## src/rtl/arb_pkg.sv

```systemverilog
package arb_pkg;
  localparam int CFG_W       = 32;
  localparam int MODE_BIT    = 0;
  localparam int RANK_W      = 3;
  localparam int RANK_LSB0   = 12;
  localparam int RANK_STRIDE = 4;

  // Bits of the configuration word that hold state for n masters.
  function automatic logic [CFG_W-1:0] cfg_mask(input int n);
    logic [CFG_W-1:0] m;
    m = '0;
    m[MODE_BIT] = 1'b1;
    for (int i = 0; i < n; i++) begin
      m = m | (CFG_W'((1 << RANK_W) - 1) << (RANK_LSB0 + RANK_STRIDE * i));
    end
    return m;
  endfunction
endpackage

```

## src/rtl/arb_cfg_reg.sv

```systemverilog
module arb_cfg_reg
  import arb_pkg::*;
#(
  parameter int NUM_MASTERS = 5
) (
  input  logic             clk,
  input  logic             rst_n,
  input  logic             wr_en,
  input  logic [CFG_W-1:0] wr_data,
  output logic [CFG_W-1:0] cfg_q
);
  localparam logic [CFG_W-1:0] MASK      = cfg_mask(NUM_MASTERS);
  localparam logic [CFG_W-1:0] RESET_VAL = CFG_W'(1) << MODE_BIT;

  always_ff @(posedge clk or negedge rst_n) begin
    if (!rst_n)     cfg_q <= RESET_VAL;
    else if (wr_en) cfg_q <= wr_data & MASK;
  end
endmodule

```

## src/rtl/arb_rr_pick.sv

```systemverilog
module arb_rr_pick #(
  parameter int NUM_MASTERS = 5,
  localparam int IDX_W = $clog2(NUM_MASTERS)
) (
  input  logic [NUM_MASTERS-1:0] req,
  input  logic [IDX_W-1:0]       last,
  output logic                   found,
  output logic [IDX_W-1:0]       idx
);
  int cand;

  always_comb begin
    found = 1'b0;
    idx   = '0;
    cand  = 0;
    for (int off = 1; off <= NUM_MASTERS; off++) begin
      cand = (int'(last) + off) % NUM_MASTERS;
      if (!found && req[cand]) begin
        found = 1'b1;
        idx   = IDX_W'(cand);
      end
    end
  end
endmodule

```

## src/rtl/arb_rank_pick.sv

```systemverilog
module arb_rank_pick
  import arb_pkg::*;
#(
  parameter int NUM_MASTERS = 5,
  localparam int IDX_W = $clog2(NUM_MASTERS)
) (
  input  logic [NUM_MASTERS-1:0]        req,
  input  logic [NUM_MASTERS*RANK_W-1:0] ranks,
  output logic                          found,
  output logic [IDX_W-1:0]              idx
);
  logic [RANK_W-1:0] best;
  logic [RANK_W-1:0] r;

  always_comb begin
    found = 1'b0;
    idx   = '0;
    best  = '0;
    r     = '0;
    for (int i = 0; i < NUM_MASTERS; i++) begin
      r = ranks[i*RANK_W +: RANK_W];
      // A strict comparison leaves ties with the lower index.
      if (req[i] && (!found || r > best)) begin
        found = 1'b1;
        best  = r;
        idx   = IDX_W'(i);
      end
    end
  end
endmodule

```

## src/rtl/bus_arbiter.sv

```systemverilog
module bus_arbiter
  import arb_pkg::*;
#(
  parameter int NUM_MASTERS = 5
) (
  input  logic                   clk,
  input  logic                   rst_n,
  input  logic [NUM_MASTERS-1:0] req,
  input  logic                   bus_busy,
  input  logic                   xfer_done,
  input  logic                   cfg_wr_en,
  input  logic [CFG_W-1:0]       cfg_wr_data,
  output logic [CFG_W-1:0]       cfg_rd_data,
  output logic [NUM_MASTERS-1:0] grant
);
  localparam int IDX_W = $clog2(NUM_MASTERS);
  localparam logic [NUM_MASTERS-1:0] PARK_GRANT = NUM_MASTERS'(1);
  localparam logic [CFG_W-1:0]       MASK       = cfg_mask(NUM_MASTERS);

  logic [CFG_W-1:0]              cfg_q;
  logic [NUM_MASTERS*RANK_W-1:0] ranks;
  logic                          rr_found, rk_found;
  logic [IDX_W-1:0]              rr_idx, rk_idx, next_idx, last_q;
  logic [NUM_MASTERS-1:0]        grant_q;
  logic                          arb_pt, rotating;

  arb_cfg_reg #(.NUM_MASTERS(NUM_MASTERS)) u_cfg (
    .clk(clk), .rst_n(rst_n), .wr_en(cfg_wr_en), .wr_data(cfg_wr_data), .cfg_q(cfg_q)
  );

  for (genvar g = 0; g < NUM_MASTERS; g++) begin : g_rank
    assign ranks[g*RANK_W +: RANK_W] = cfg_q[RANK_LSB0 + RANK_STRIDE*g +: RANK_W];
  end

  arb_rr_pick #(.NUM_MASTERS(NUM_MASTERS)) u_rr (
    .req(req), .last(last_q), .found(rr_found), .idx(rr_idx)
  );

  arb_rank_pick #(.NUM_MASTERS(NUM_MASTERS)) u_rank (
    .req(req), .ranks(ranks), .found(rk_found), .idx(rk_idx)
  );

  assign rotating = cfg_q[MODE_BIT];
  assign arb_pt   = !bus_busy || xfer_done;
  assign next_idx = rotating ? rr_idx : rk_idx;

  always_ff @(posedge clk or negedge rst_n) begin
    if (!rst_n) begin
      grant_q <= PARK_GRANT;
      last_q  <= IDX_W'(NUM_MASTERS - 1);
    end else if (arb_pt) begin
      if (rotating ? rr_found : rk_found) begin
        grant_q <= NUM_MASTERS'(1) << next_idx;
        last_q  <= next_idx;
      end else begin
        grant_q <= PARK_GRANT;
      end
    end
  end

  assign grant       = grant_q;
  assign cfg_rd_data = cfg_q;

  a_r3_grant_onehot: assert property (@(posedge clk) disable iff (!rst_n)
    $onehot(grant));

  a_r4_hold_in_transfer: assert property (@(posedge clk) disable iff (!rst_n)
    (bus_busy && !xfer_done) |=> $stable(grant));

  a_r10_grant_to_requester: assert property (@(posedge clk) disable iff (!rst_n)
    (arb_pt && (|req)) |=> ((grant & $past(req)) != '0));

  a_r6_park_when_idle: assert property (@(posedge clk) disable iff (!rst_n)
    (arb_pt && !(|req)) |=> (grant == PARK_GRANT));

  a_r2_reserved_zero: assert property (@(posedge clk) disable iff (!rst_n)
    (cfg_rd_data & ~MASK) == '0);
endmodule

```

## config.mk

```make
export PLATFORM = sky130hd
export DESIGN_NAME = bus_arbiter
export DESIGN_NICKNAME = d
export VERILOG_FILES = /design/src/rtl/arb_pkg.sv /design/src/rtl/arb_cfg_reg.sv /design/src/rtl/arb_rr_pick.sv /design/src/rtl/arb_rank_pick.sv /design/src/rtl/bus_arbiter.sv
export SDC_FILE = /design/constraint.sdc
export NUM_CORES = 1
export LEC_CHECK = 0
export ABC_CLOCK_PERIOD_IN_PS = 7000
export BUFFER_PORTS_ARGS = -buffer_cell sky130_fd_sc_hd__clkbuf_2
export CELL_PAD_IN_SITES_DETAIL_PLACEMENT = 1
export CELL_PAD_IN_SITES_GLOBAL_PLACEMENT = 2
export CORE_MARGIN = 2
export CORE_UTILIZATION = 33
export DETAILED_ROUTE_END_ITERATION = 8
export GPL_TIMING_DRIVEN = 1
export PLACE_DENSITY_LB_ADDON = 0.1
export SLEW_MARGIN = 10
export SYNTH_ARGS = -nofsm -noshare
export SYNTH_HDL_FRONTEND = slang
export SYNTH_SLANG_ARGS = --single-unit
```

## constraint.sdc

```tcl
create_clock -name clk -period 7 [get_ports clk]
set_clock_uncertainty 0.15 [all_clocks]
set_input_delay 2.1 -clock clk [delete_from_list [all_inputs] [get_ports clk]]
set_output_delay 2.1 -clock clk [all_outputs]
set_load 0.02 [all_outputs]
```

# Yosys cells after proc, flatten, opt, wreduce, memory -nomap -nowiden

Index checks and enable logic that the tools add are counted.

Word-level logic and storage cells: 87
Bits in registers: 24

Mux-type cells: 41
$lt $le $gt $ge: 9
Add/subtract/negate cells: 5
Shifts and indexed selects: 1
Reduce and logical (&&, ||, !) cells: 23
Divide/modulo/power cells: 5

Operators with widths:

| kind                                                         | count |
|---|---|
| less-than comparator 32 x 5 -> 1 bit (second input constant) | 5 |
| modulo 32 x 4 -> 32 bit (second input constant)              | 5 |
| two-way mux 3 bit                                            | 11 |
| two-way mux 1 bit                                            | 22 |
| binary-select mux 1 bit (select 3 bit)                       | 5 |
| greater-than comparator 3 bit                                | 4 |
| logical NOT 1 bit                                            | 9 |
| adder 3 x 2 -> 4 bit (second input constant)                 | 2 |
| adder 3 x 3 -> 4 bit (second input constant)                 | 2 |
| logical AND 1 bit                                            | 8 |
| logical OR 1 bit                                             | 5 |
| two-way mux 5 bit                                            | 1 |
| << shifter 1 x 3 -> 5 bit (first input constant)             | 1 |
| adder 3 x 1 -> 4 bit (second input constant)                 | 1 |
| two-way mux 2 bit                                            | 2 |
| AND reduction 2 bit                                          | 1 |

# Logic depth before layout (Yosys ltp)

Gate-level depths: netlist (run 1).

Depth after elaboration: 21
Mapped depth: 35
Mapped depth without buffers: 34

# By module

From an unflattened synthesis (run 1), not the netlist that was laid out.

Cells, all modules: 391
Area total of the unflattened synthesis: 3447.1 um^2

Modules (own cells, without submodules):

| module        | area an instance (um^2) | cells each | times used |
|---|---|---|---|
| arb_rr_pick   | 1699.1                  | 230        | 1 |
| arb_cfg_reg   | 774.5                   | 51         | 1 |
| arb_rank_pick | 526.8                   | 74         | 1 |
| bus_arbiter   | 446.7                   | 36         | 1 |

# Worst setup path before layout (run 1)

OpenSTA, ideal clock, no wires.

Path kind: input to register
Start: input port req[0]
End: register grant_q[2] (netlist: grant[2])
Slack: -0.565 ns
Arrival time: 7.294 ns
Path buffers: 1
Stages: 32
Setup time: 0.122 ns
Cells stage by stage: clkbuf_1 -> nand2_1 -> ha_1 -> nor2b_1 -> o21a_1 -> o21ai_0 -> nand2_1 -> nand2_1 -> nand3_1 -> o21ai_0 -> inv_1 -> ha_1 -> a21o_1 -> a21oi_1 -> a31oi_1 -> o21ai_1 -> mux2i_1 -> ha_1 -> a21o_1 -> a21oi_1 -> a31oi_1 -> o21ai_1 -> mux2_2 -> ha_1 -> a21o_1 -> a21oi_1 -> a31oi_1 -> o21ai_0 -> nand2_1 -> a21oi_1 -> nor2_1 -> a32o_1

Longest elaborated chain between the ends: 20
Elaborated cells on any way between the ends: 66
Classes of those cells: order compare (4); shift (1); mux (41); reduce/logical (20)

RTL lines:

| item                                                               | line                | source |
|---|---|---|
| start: declaration                                                 | bus_arbiter.sv:8    | `input logic [NUM_MASTERS-1:0] req,` |
| two-way mux 3 bit or two-way mux 1 bit (tied branches)             | arb_rank_pick.sv:23 | `if (req[i] && (!found \|\| r > best)) begin` |
| greater-than comparator 3 bit or logical NOT 1 bit (tied branches) | arb_rank_pick.sv:23 |  |
| logical OR 1 bit                                                   | arb_rank_pick.sv:23 |  |
| logical AND 1 bit                                                  | arb_rank_pick.sv:23 |  |
| two-way mux 3 bit or two-way mux 1 bit (tied branches)             | arb_rank_pick.sv:23 |  |
| greater-than comparator 3 bit or logical NOT 1 bit (tied branches) | arb_rank_pick.sv:23 |  |
| logical OR 1 bit                                                   | arb_rank_pick.sv:23 |  |
| logical AND 1 bit                                                  | arb_rank_pick.sv:23 |  |
| [4 not listed]                                                     | --                  |  |
| two-way mux 3 bit or two-way mux 1 bit (tied branches)             | arb_rank_pick.sv:23 |  |
| greater-than comparator 3 bit or logical NOT 1 bit (tied branches) | arb_rank_pick.sv:23 |  |
| logical OR 1 bit                                                   | arb_rank_pick.sv:23 |  |
| logical AND 1 bit                                                  | arb_rank_pick.sv:23 |  |
| two-way mux 3 bit                                                  | arb_rank_pick.sv:23 |  |
| two-way mux 3 bit                                                  | bus_arbiter.sv:45   | `assign next_idx = rotating ? rr_idx : rk_idx;` |
| << shifter 1 x 3 -> 5 bit                                          | bus_arbiter.sv:53   | `grant_q <= NUM_MASTERS'(1) << next_idx;` |
| two-way mux 5 bit *                                                | bus_arbiter.sv:52   | `if (rotating ? rr_found : rk_found) begin` |
| end signal: assignment                                             | bus_arbiter.sv:53   |  |
| end: declaration                                                   | bus_arbiter.sv:24   | `logic [NUM_MASTERS-1:0] grant_q;` |

Mark *: on every way between the ends. The rest lies on a longest branch, timed or not. The select of a mux whose other input is x is not followed.
A chain may end at the register's enable or synchronous reset.

# Worst setup path after layout (run 1)

Ends and elaborated chain as after synthesis.

==> summary.md, run 1 <==
| Metric | Value |
|---|---|
| Crit-path most repeated cell | o21ai_2 |
| Run status | finished with violations |
| HPWL Detailed | 8866 um |
| WHS Endpoint | grant[4]$_DFFE_PN0N_ |
| Critical Path End Type | flip-flop |
| Layout cell share with drive strength beyond 1 | roughly 29% |
| Worst EP arrival | between 7000 and 8000 ps |
| Num rows | 38 |
| Num CTS Buffers | 3 |
| WL per Instance | around 17 um |
| Reg2reg setup slack | between 1000 and 1500 ps |
| Netlist Area Pre-Place | 0.003705 mm^2 |
| Yosys warns | 0 |
| Nets | between 500 and 600 |
| Grt total ovfl | 0 |
| Clock transition at path regs | 90 ps |
| #FFs+latches synth | 24 |
| Inserted Diodes | 0 |
| Tot GR Track Use | about a fifth |
| Failing checks | setup timing |
| FILL cells | roughly 1,300 |
| CP required | roughly 7000 ps |
| Met2 Resource Use GR | between 30% and 40% |
| Worst min-delay path class | flip-flop to flip-flop |
| Post-route DRC | 0 |
| Final Non-Filler Cells | approximately 650 |
| Final setup violation count | 5 |
| Die Ht | 110.0 um |
| Sequential fraction of the synthesis area | between 10% and 20% |
| Startpoint types | primary input |
| # placed instances | between 600 and 700 |
| Num ports | 79 |
| RR Endpoint | grant[2]$_DFFE_PN0N_ |
| Slowest cell on crit path | mux2_4 |
| Met3 GRT Util | under 10% |
| Root buf cell | clkbuf_8 |
| Routability cong. | around 0.79 |
| Worst path buffer plus inverter count | 2 |
| Reg-to-reg startpoint | last_q[1]$_DFFE_PN0P_ |
| Core area | between 0.01 and 0.015 mm^2 |
| H-tree levels | 1 |
| M1 GR Usage | 27.84% |
| FFs w/ async S/R, synth | 100.0% |
| Skew-Pair Late Insertion Delay | approximately 270 ps |
| Longest Clk Path Bufs | 2 |
| Final Hold Fails | 0 |
| R2R depth | 19 |
| Port bufs | 46 |
| Max capacitance violation total | 0 |
| Relative slew margins | between 40% and 50% |
| Antenna violations before repair | 0 |
| Max Clk Rate | 139.9 MHz |
| DIE AREA | roughly 0.012 mm^2 |
| Synth Instances | about 460 |
| Pre-antenna DRT Iters | 4 |
| Sink Count | 24 |
| Post-synth EDFFs | 0 |
| Detailed Route WL | between 10,000 and 15,000 um |
| Initial core utilization | between 30% and 40% |
| Vias in the first global route | about 3,600 |
| Worst-Margin Slew | 778.2 ps |
| Minimum clock period | a little over 7000 ps |
| Worst Min Path Start | grant[4]$_DFFE_PN0N_ |
| Setup slack after layout | -148.9 ps |
| First-pass GRT wire length | around 19,000 um |
| Final ANT Viol Nets | 0 |
| Unique masters post-synth | slightly above 80 |
| Final period util | 102.1% |
| Setup CP Type | primary input to flip-flop |
| Syn-to-layout area delta | 18.78% |
| CP max stage delay | 350 ps |
| CTS tree | built |
| Max FO, Critical Path | 7 |
| Initial DRC count | 111 |
| Die W | ~110 um |
| Hold Path Cell Cnt | 1 |
| RSZ-0062 raised after global routing | yes |
| Most Used Layer, Global Route | met2 |
| Number of max-slew violations in the final report | 0 |
| Vias | roughly 3,500 |
| Main synth FF type | dfrtp_1 |
| Largest net degree at the start of global routing | 46 |
| Drt via density | between 5 and 6 |
| Avg Cell Area, Syn | slightly above 8 um^2 |
| Kind of cell adding the most delay to the critical path | compound AO/OA/AOI/OAI gates |
==> metal layers <==
metal / share of wire, % / vias to the layer above
met4: 0.60 / 0
li1: - / 1733
met2: 47 / 36
met5: 0 / -
met3: 1.5 / 6
met1: 51 / 1726
==> stage by stage <==
stage	setup TNS, ps	utilization (%)	setup slack [ps]	area [um^2]	hold slack (ps)
after detailed placement	-5318	37.91	-732.8	4128	334.8
after floorplan	-289.1	-	-82.76	3832	440.0
after global routing	-2964	40.42	-438.7	4400	403.0
final	-569.3	40.42	-148.9	4400	366.2
after global placement	-4332	37.91	-613.8	4128	327.9
after CTS	-183.5	39.94	-127.9	4349	373.8
==> logic make-up after synthesis <==
family | synth area share (%)
simple gates | 19.62
mux | 8.004
xor+xnor | 3.378
compound gates | 29.21
other cells | 0.1012
flops | 16.31
buf+inv | 10.54
fa+ha+maj | 12.83
==> registers in the layout (all words and copies together) (netlist names) <==
register	flops
u_cfg.cfg_q	16
grant	5
last_q	3
==> placed cells by master, fill, tap and decap left out, types with 4 or more instances in the layout <==
master    count
nand3_1       5
o22ai_1       4
o211a_1       5
ha_1         32
clkbuf_2     45
a21o_1        7
a21oi_2       6
nor2b_1      15
o21ai_0      25
o211ai_1      4
nor2_1       18
nand2b_1      6
a31oi_1       7
nor3b_1       5
or3_1         4
xnor2_1       7
mux2_2       10
mux2i_1      13
a22oi_1       4
a21oi_1      16
o21ai_2       8
and2_1        7
o21ai_1       4
nand2_1      41
inv_1        35
inv_2         5
conb_1       16
buf_4        24
dfrtp_1      21
a211oi_1      6
ha_4          4
==> what timing repair did <==
| item | in CTS | in global routing |
|---|---|---|
| resized for setup | 25 | 10 |
| hold buffers | 0 | 0 |
| hold endpoints to repair | 0 | 0 |
| setup buffers | 5 | 2 |
| setup endpoints to repair | 8 | 8 |
| pin swaps | 14 | 11 |
==> worst max-delay path by stage <==
stage,start,to,depth (start not counted)
2_1_floorplan,req[0],grant[0]$_DFFE_PN1N_,32
3_3_place_gp,req[0],grant[0]$_DFFE_PN1N_,33
3_5_place_dp,req[0],last_q[2]$_DFFE_PN1P_,32
4_1_cts,req[0],grant[0]$_DFFE_PN1N_,32
5_1_grt,req[0],grant[0]$_DFFE_PN1N_,32
6_report,req[0],grant[2]$_DFFE_PN0N_,32
==> layout make-up <==
cell class / count / area, um^2 / area share, %
inverters: 42 / 158.9 / 3.611
well taps: 140 / 175.2 / 3.981
multi-input cells: 369 / 2938 / 66.76
flip-flops and latches: 24 / 604.3 / 13.73
clock buffers: 3 / 41.29 / 0.9383
clock inverters: 1 / 30.03 / 0.6824
repair buffers: 72 / 452.9 / 10.29
==> synth_stat cells (all sizes together) (3+ instances only) <==
cell type / number / area share (%)
nor4b: 3 / 1.1
mux2i: 15 / 4.1
a211oi: 9 / 2.4
nand3: 6 / 0.81
a221oi: 3 / 1.7
nor2b: 16 / 2.7
o32ai: 3 / 0.71
o211ai: 4 / 0.81
mux2: 13 / 4.0
nor3b: 6 / 1.4
o211a: 5 / 1.4
a21o: 8 / 1.8
nor2: 19 / 1.9
dfrtp: 21 / 14
o311a: 3 / 0.81
and3: 3 / 0.51
or3: 4 / 0.68
inv: 40 / 4.1
nand2: 45 / 4.6
nand2b: 6 / 1.0
buf: 28 / 5.3
o21ai: 37 / 5.1
o22ai: 4 / 0.68
o311ai: 4 / 1.1
dfstp: 3 / 2.1
a31oi: 7 / 1.2
or3b: 3 / 0.71
or2: 3 / 0.51
clkbuf: 9 / 0.91
xnor2: 8 / 2.4
ha: 38 / 13
a311oi: 3 / 1.0
a21oi: 22 / 3.2
and2: 8 / 1.4
a22oi: 4 / 0.81
o21a: 3 / 0.61
Power of run 1 is left out: the tool's default activity adds up to more than one toggle a clock period on the data nets, which glitch-free logic cannot reach.
==> run 2: changes to the inputs <==
--- a/config.mk
+++ b/config.mk
@@ -7,7 +7,7 @@
 export LEC_CHECK = 0
 export ABC_CLOCK_PERIOD_IN_PS = 7000
 export BUFFER_PORTS_ARGS = -buffer_cell sky130_fd_sc_hd__clkbuf_2
-export CELL_PAD_IN_SITES_DETAIL_PLACEMENT = 1
+export CELL_PAD_IN_SITES_DETAIL_PLACEMENT = 2
 export CELL_PAD_IN_SITES_GLOBAL_PLACEMENT = 2
 export CORE_MARGIN = 2
 export CORE_UTILIZATION = 33
==> run 2 against run 1 <==
Compared with the run above: the run still ends with setup timing left; count of clock-buffer cells in the layout stayed put; maximum frequency is 5.4% lower; utilization is 3.2 points higher; final cell count is 5.5% higher; global-route usage is 5.6 points higher; largest cell class unchanged; critical endpoint is now grant[4]$_DFFE_PN0N_; flip-flop and latch count stayed put; via count is 11% higher; worst setup slack worse by 410 ps; highest routed layer unchanged; design area is 8.0% higher; sequential share of layout area is 1.0 points lower.
==> summary.md, run 2 (synthesis gave the netlist of run 1 again) <==
| Metric | Value |
|---|---|
| Leading cell type in the layout, fill and taps excluded | buf_4 |
| Startpoint types | primary input |
| Run status | finished with violations |
| H-tree levels | 1 (unchanged) |
| Minimum clock period | 7555 ps (+405.7 ps) |
| Vias in the first global route | 4,178 (+18%) |
| Port bufs | 46 (unchanged) |
| Routability cong. | 0.7850 (unchanged) |
| Vias | 3,876 (+11%) |
| Layout cell share with drive strength beyond 1 | 34.37% (+5.4 points) |
| Kind of cell adding the most delay to the critical path | compound AO/OA/AOI/OAI gates |
| Max Clk Rate | 132.4 MHz (-5.4%) |
| Final core occ | 43.63% (+3.2 points) |
| Critical Path End Type | flip-flop |
| Largest net degree at the start of global routing | 46 (unchanged) |
| Core area | 0.01089 mm^2 (unchanged) |
| Relative slew margins | 43.15% (-5.0 points) |
| CP required | 7080 ps (+60 ps) |
| Storage element area | 604.3 um^2 (unchanged) |
| Worst EP arrival | 7630 ps (+460 ps) |
| Max capacitance violation total | 0 (unchanged) |
| Slowest cell on crit path | mux2_4 |
| Clock transition at path regs | 100 ps (about the same) |
| Worst min-delay path class | flip-flop to flip-flop |
| Root buf cell | clkbuf_8 |
| Nets | 628 (+6.1%) |
| Drt via density | 5.642 (+4.9%) |
| Post-route DRC | 0 (unchanged) |
| Multi-input combinational cell area | 0.003014 mm^2 (+2.6%) |
| Final ANT Viol Nets | 0 (unchanged) |
| Die Ht | 110.0 um (unchanged) |
| Worst path buffer plus inverter count | 5 (+3) |
| Skew-Pair Late Insertion Delay | 300 ps (+30 ps) |
| Setup slack after layout | -554.6 ps (-405.7 ps) |
| First-pass GRT wire length | 22,920 um (+24%) |
| Final period util | 107.9% (+5.8 points) |
| Grt total ovfl | 0 (unchanged) |
| Num CTS Buffers | 3 (unchanged) |
| Largest reg by FF count | u_cfg.cfg_q |
| Num ports | 79 (unchanged) |
| WL per Instance | 22.37 um (+29%) |
| Max FO, Critical Path | 5 (-2) |
| Largest register FFs | 16 (unchanged) |
| Detailed Route WL | 15,370 um (+36%) |
| Failing checks | setup timing |
| Die W | 110.0 um (unchanged) |
| RSZ-0062 raised after global routing | yes |
| Setup CP Type | primary input to flip-flop |
| CTS tree | built |
| Syn-to-layout area delta | 28.23% |
| Initial DRC count | 233 (+110%) |
| Final Hold Fails | 0 (unchanged) |
| Leading cell types in the layout, fill and taps excluded | 59 x buf_4, 45 x clkbuf_2, 41 x nand2_1, 34 x inv_1, 32 x ha_1 |
| DIE AREA | 0.01209 mm^2 (unchanged) |
| Worst-Margin Slew | 852.7 ps (+74.46 ps) |
| Tot GR Track Use | 25.00% (+5.6 points) |
| CP max stage delay | 340 ps (about the same) |
| HPWL Detailed | 9493 um (+7.1%) |
| Initial core utilization | 34.03% (unchanged) |
| Longest Clk Path Bufs | 2 (unchanged) |
| Inserted Diodes | 0 (unchanged) |
| Pre-antenna DRT Iters | 4 (unchanged) |
| Antenna violations before repair | 0 (unchanged) |
| FILL cells | 1,246 (-5.7%) |
| Number of max-slew violations in the final report | 0 (unchanged) |
| Final setup violation count | 8 (+3) |
| Num rows | 38 (unchanged) |
| Sink Count | 24 (unchanged) |
==> run 2: area by class of cell <==
class / count / area share, %
timing repair buffer: 108 / 15.30
multi-input combinational: 369 / 63.44
tap: 140 / 3.687
inverter: 42 / 3.345
sequential: 24 / 12.72
clock buffer: 3 / 0.8691
clock inverter: 1 / 0.6321
==> run 2: worst paths after layout <==
path / start / end / slack (ps) / cells after the start
max: req[0] / grant[4]$_DFFE_PN0N_ / -550 / 33
min: grant[3]$_DFFE_PN0N_ / grant[3]$_DFFE_PN0N_ / 360 / 2
max reg2reg: last_q[0]$_DFFE_PN0P_ / grant[3]$_DFFE_PN0N_ / 860 / 19
min reg2reg: grant[3]$_DFFE_PN0N_ / grant[3]$_DFFE_PN0N_ / 360 / 2
max in group asynchronous: rst_n / grant[4]$_DFFE_PN0N_ / 4570 / 1
min in group asynchronous: rst_n / u_cfg.cfg_q[24]$_DFFE_PN0P_ / 1670 / 1
==> run 2: tightest hold or removal path, delay by kind of cell (launching register included) <==
kind | cells | cell delay [ps]
AO/OA/AOI/OAI | 1 | 70
AND/OR/NAND/NOR | 1 | 50
flip-flops | 1 | 360
==> run 2: repair_timing <==
action	in CTS	in global routing
buffers inserted	37	6
hold buffers	0	0
pin swaps	8	16
resized for setup	29	19
endpoints found under the setup margin	8	8
==> run 2: through the flow <==
stage	hold slack [ps]	setup WS [ps]	cells	TNS, ps	area [um^2]
3_3_place_gp	327.9	-613.8	640	-4332	4128
3_5_place_dp	339.1	-782.6	640	-5734	4128
4_1_cts	372.6	-48.40	681	-125.6	4601
5_1_grt	404.2	-681.5	687	-4997	4751
2_1_floorplan	440.0	-82.76	472	-289.1	3832
6_report	362.5	-554.6	687	-3804	4751
==> run 2: routing by layer <==
| layer | vias up | share of wire (%) | track usage [%] |
|---|---|---|---|
| met5 | - | 0 | 0 |
| met4 | 0 | 2.6 | 7.505 |
| met3 | 27 | 3.1 | 3.142 |
| met2 | 88 | 51 | 44.74 |
| met1 | 1957 | 43 | 31.01 |
| li1 | 1804 | - | - |
Power of run 2 is left out for the same reason.
